<file path="src/rtl/pwm_bank_hub.sv">
module pwm_bank_hub #(
  parameter int DW = 8,
  parameter int NBANKS = 8,
  parameter int BW = 8,
  localparam int NCH = NBANKS * BW,
  localparam int AW = $clog2(NCH),
  localparam int SW = $clog2(NBANKS)
) (
  input  logic             clk,
  input  logic             rst_n,
  input  logic             clr,
  input  logic             wr_en,
  input  logic [AW-1:0]    wr_addr,
  input  logic [DW-1:0]    wr_data,
  input  logic             psc_we,
  input  logic [DW-1:0]    psc_data,
  input  logic [BW*DW-1:0] mod_duty,
  input  logic [SW-1:0]    bank_sel,
  input  logic             status_page,
  output logic [BW-1:0]    pri_out,
  output logic [BW-1:0]    sec_out
);

  localparam int MBASE = NCH - BW;

  logic [DW-1:0] psc_q, div_cnt, cnt;
  logic [DW-1:0] duty_all [NCH];
  logic [NCH-1:0] pwm;
  logic [SW-1:0] nxt_bank;
  logic tick, wipe;

  assign wipe = !rst_n || clr;
  assign tick = div_cnt >= psc_q;

  always_ff @(posedge clk) begin
    if (wipe) begin
      psc_q   <= '0;
      div_cnt <= '0;
      cnt     <= '0;
    end else begin
      if (psc_we) psc_q <= psc_data;
      if (tick) begin
        div_cnt <= '0;
        cnt     <= cnt + DW'(1);
      end else begin
        div_cnt <= div_cnt + DW'(1);
      end
    end
  end

  for (genvar c = 0; c < NCH; c++) begin : g_ch
    if (c < MBASE) begin : g_host
      logic [DW-1:0] duty_q;
      always_ff @(posedge clk) begin
        if (wipe) duty_q <= '0;
        else if (wr_en && wr_addr == AW'(c)) duty_q <= wr_data;
      end
      assign duty_all[c] = duty_q;
    end else begin : g_mod
      assign duty_all[c] = mod_duty[(c-MBASE)*DW +: DW];
    end
    assign pwm[c] = cnt < duty_all[c];
  end

  assign nxt_bank = bank_sel + SW'(1);
  assign pri_out  = pwm[int'(bank_sel)*BW +: BW];
  assign sec_out  = status_page ? BW'(cnt) : pwm[int'(nxt_bank)*BW +: BW];

endmodule

</file>
<file path="config.mk">
export PLATFORM = sky130hd
export DESIGN_NAME = pwm_bank_hub
export DESIGN_NICKNAME = d
export VERILOG_FILES = /design/src/rtl/pwm_bank_hub.sv
export SDC_FILE = /design/constraint.sdc
export NUM_CORES = 2
export LEC_CHECK = 0
export BUFFER_PORTS_ARGS = -buffer_cell sky130_fd_sc_hd__buf_2
export CAP_MARGIN = 20
export CORE_ASPECT_RATIO = 0.7
export CORE_MARGIN = 5
export CORE_UTILIZATION = 55
export CTS_CLUSTER_DIAMETER = 50
export DETAILED_ROUTE_END_ITERATION = 8
export GPL_TIMING_DRIVEN = 0
export HOLD_SLACK_MARGIN = 0.12
export PLACE_DENSITY_LB_ADDON = 0.3
export REMOVE_ABC_BUFFERS = 1
export SYNTH_ARGS = -nofsm -noshare
export SYNTH_HDL_FRONTEND = slang
export SYNTH_SLANG_ARGS = --single-unit
</file>
<file path="constraint.sdc">
create_clock -name clk -period 3.65 [get_ports clk]
set_input_delay 0 -clock clk [delete_from_list [all_inputs] [get_ports clk]]
set_output_delay 0 -clock clk [all_outputs]
set_load 0.005 [all_outputs]
</file>
==> impl_metrics.env <==
export IMPL_area_growth_syn_to_layout_pct=14.54
export IMPL_syn_area_um2=29830
export IMPL_clock_root_buffer="clkbuf_16"
export IMPL_fin_skew_ps=10.88
export IMPL_clk_latency_ps=580
export IMPL_slew_limit_headroom_pct=32.44
export IMPL_crit_path_max_fanout=30
export IMPL_vdd_drop_max_mv=0.4048
export IMPL_ys_ff_latch=472
export IMPL_grt_pass1_vias=24860
export IMPL_syn_inst=3786
export IMPL_fmax_mhz=277.1
export IMPL_finalSetupViolCount=0
export IMPL_wl_um=89670
export IMPL_synth_edff_count=0
export IMPL_vias_per_cell=5.791
export IMPL_powerDensity_nw_per_um2=344.0
export IMPL_worstHoldPathType="in -> reg"
export IMPL_cts_sinks=472
export IMPL_tns_ps=0
export IMPL_clockBufferDepth=3
export IMPL_first_iter_violations=2556
export IMPL_route_detailed_drc=0
export IMPL_groute_usage_overall_pct=29.52
export IMPL_ys_warn_count=0
export IMPL_die_h_um=204.9
export IMPL_pin_count=111
export IMPL_clk_pin_slew_ps=70
export IMPL_antenna_found_initial=4
export IMPL_avgSynthCellArea_um2=7.880
export IMPL_ant_nets=0
export IMPL_cts_max_level=2
export IMPL_synth_async_sr_flop_share_pct=0
export IMPL_synth_flop_cell="dfxtp_1"
export IMPL_cts_tree="yes"
export IMPL_cts_buffers=50
export IMPL_layout_commonest_cell="inv_1"
export IMPL_vias=26800
export IMPL_whs_ps=377.1
export IMPL_start_util_pct=55.51
export IMPL_worst_ep_arrival_time_ps=3610
export IMPL_wl_per_cell_um=19.37
export IMPL_end_kind="output pin"
export IMPL_grt_start_max_net_pins=88
export IMPL_layout_common_cells="inv_1, dfxtp_1, ha_1"
export IMPL_rows=71
export IMPL_min_period_over_period_pct=98.86
export IMPL_critPathRequiredTime_ps=3650
export IMPL_drive_gt1_share_pct=8.626
export IMPL_routabilityCongestion=0.8609
export IMPL_nFillCells=4663
export IMPL_yosysSeqAreaShare_pct=31.67
export IMPL_synth_cell_types=74
export IMPL_port_buffers=110
export IMPL_fin_nets=4407
export IMPL_overflow=0
export IMPL_tightest_slew_ps=1011
export IMPL_dieArea_um2=59070
export IMPL_grt_pass1_wl_um=139500
export IMPL_cp_start_kind="flop"
export IMPL_hold_viol_final=0
export IMPL_dr_pass1_iters=6
export IMPL_cap_viol_max_count=0
export IMPL_outcome="completed"
export IMPL_core_area_um2=53750
export IMPL_die_x_um=288.4
export IMPL_finalCriticalPeriod_ps=3608
export IMPL_drv_slew=0
export IMPL_crit_type="reg -> out"
export IMPL_dp_hpwl_um=53660
export IMPL_leakage_nw=12.86
export IMPL_rsz0062_at_grt="no"
-- per-stage QoR --
stage                     util (%)  cell area, µm²  total power, mW  setup slack (ps)  instances
after floorplan                  -           29000            5.715             -5612       3587
final                        63.58           34170            11.75             41.63       4628
after detailed placement     58.66           31530            6.244            -646.1       4471
after global routing         63.57           34170            12.09             6.436       4627
after CTS                    63.31           34020            11.80            0.1612       4613
after global placement       56.68           30460            6.158            -10820       4427
-- critical path: stages, from the launching register on --
cell       delay, ps
dfxtp_4          640
buf_16           290
ha_1             290
nand4_1           90
nor2_1            80
a211oi_4         410
a22oi_1          160
o2111a_1         240
a2111oi_4        530
buf_2            210
-- worst paths after layout --
path | cells after the start | slack, ps | from | end
worst min-delay path | 4 | 380 | wr_data[1] | g_ch[28].g_host.duty_q[1]
worst max-delay path | 9 | 40 | cnt[4] | sec_out[5]
worst min register to register | 2 | 450 | g_ch[28].g_host.duty_q[0] | g_ch[28].g_host.duty_q[0]
worst max register to register | 6 | 1320 | cnt[4] | cnt[7]
-- metal layers --
layer / vias to the layer above / part of all wire (%) / track usage, %
met2: 1134 / 42 / 44.89
met5: - / 0.022 / 0
met1: 12300 / 44 / 41.31
met3: 241 / 11 / 7.241
met4: 4 / 3.5 / 9.418
li1: 13120 / - / -
-- sequential cells by signal, summed over array words and instances, names as in the netlist --
name                cells
div_cnt                 8
g_ch.g_host.duty_q    448
psc_q                   8
cnt                     8
-- area by class of cell --
class / count / area, µm² / share of cell area [%]
clock buffer: 68 / 1443 / 4.222
antenna: 3 / 7.507 / 0.02197
timing repair buffer: 214 / 2200 / 6.437
inverter: 474 / 1779 / 5.207
tap: 730 / 913.4 / 2.673
clock inverter: 26 / 337.8 / 0.9887
sequential: 472 / 9479 / 27.74
multi-input combinational: 2641 / 18010 / 52.71
-- cells in the mapped netlist, types with 7 or more instances --
cell	count	area [µm²]
inv_1	473	1775
dfxtp_1	472	9449
ha_1	459	5743
nand2_1	444	1667
a21oi_1	370	1852
nand3_1	338	1692
nor2_1	298	1119
mux2i_1	150	1501
clkbuf_1	146	548.0
a211oi_1	92	690.7
o21ai_0	83	415.4
nand4_1	41	256.5
nor2b_1	41	256.5
a21o_1	28	210.2
buf_2	26	130.1
nand2b_1	25	156.4
buf_1	19	71.32
nor3_1	18	90.09
o211ai_1	15	112.6
nor2_4	14	157.7
a211o_1	12	105.1
a31oi_1	11	68.82
nor4_1	11	68.82
o21a_1	11	82.58
o22ai_1	11	68.82
a221o_1	10	100.1
xnor2_1	9	78.83
a22oi_1	8	60.06
and3_1	8	50.05
a2111oi_0	7	61.31
a41oi_1	7	61.31
buf_6	7	78.83
nor3_2	7	70.07
o31ai_1	7	52.55
-- kinds of logic after synthesis --
kind of cell / after synthesis / share of synthesized area, %
DFF: 472 / 31.67
muxes: 151 / 5.108
and+or+nand+nor: 1281 / 19.65
buffers and inverters: 673 / 8.766
AOI/OAI and AO/OA: 735 / 15.12
adders and majority gates: 459 / 19.25
xor gates and xnor gates: 15 / 0.4404
-- repair_timing --
item                                    in CTS  in global routing
cloned                                       0                  0
resized for setup                           21                  4
pin swaps                                    2                  2
endpoints found under the hold margin      358                  0
setup buffers                                9                 12
endpoints found under the setup margin      14                  6
hold buffers                                39                  0
-- power breakdown --
part           internal, mW  switching [mW]  total (mW)
combinational         0.337           0.697        1.03
clock                  3.29            2.25        5.54
sequential             5.16          0.0221        5.18
total                  8.78            2.97        11.8
Power figures use the tool's default switching activity.
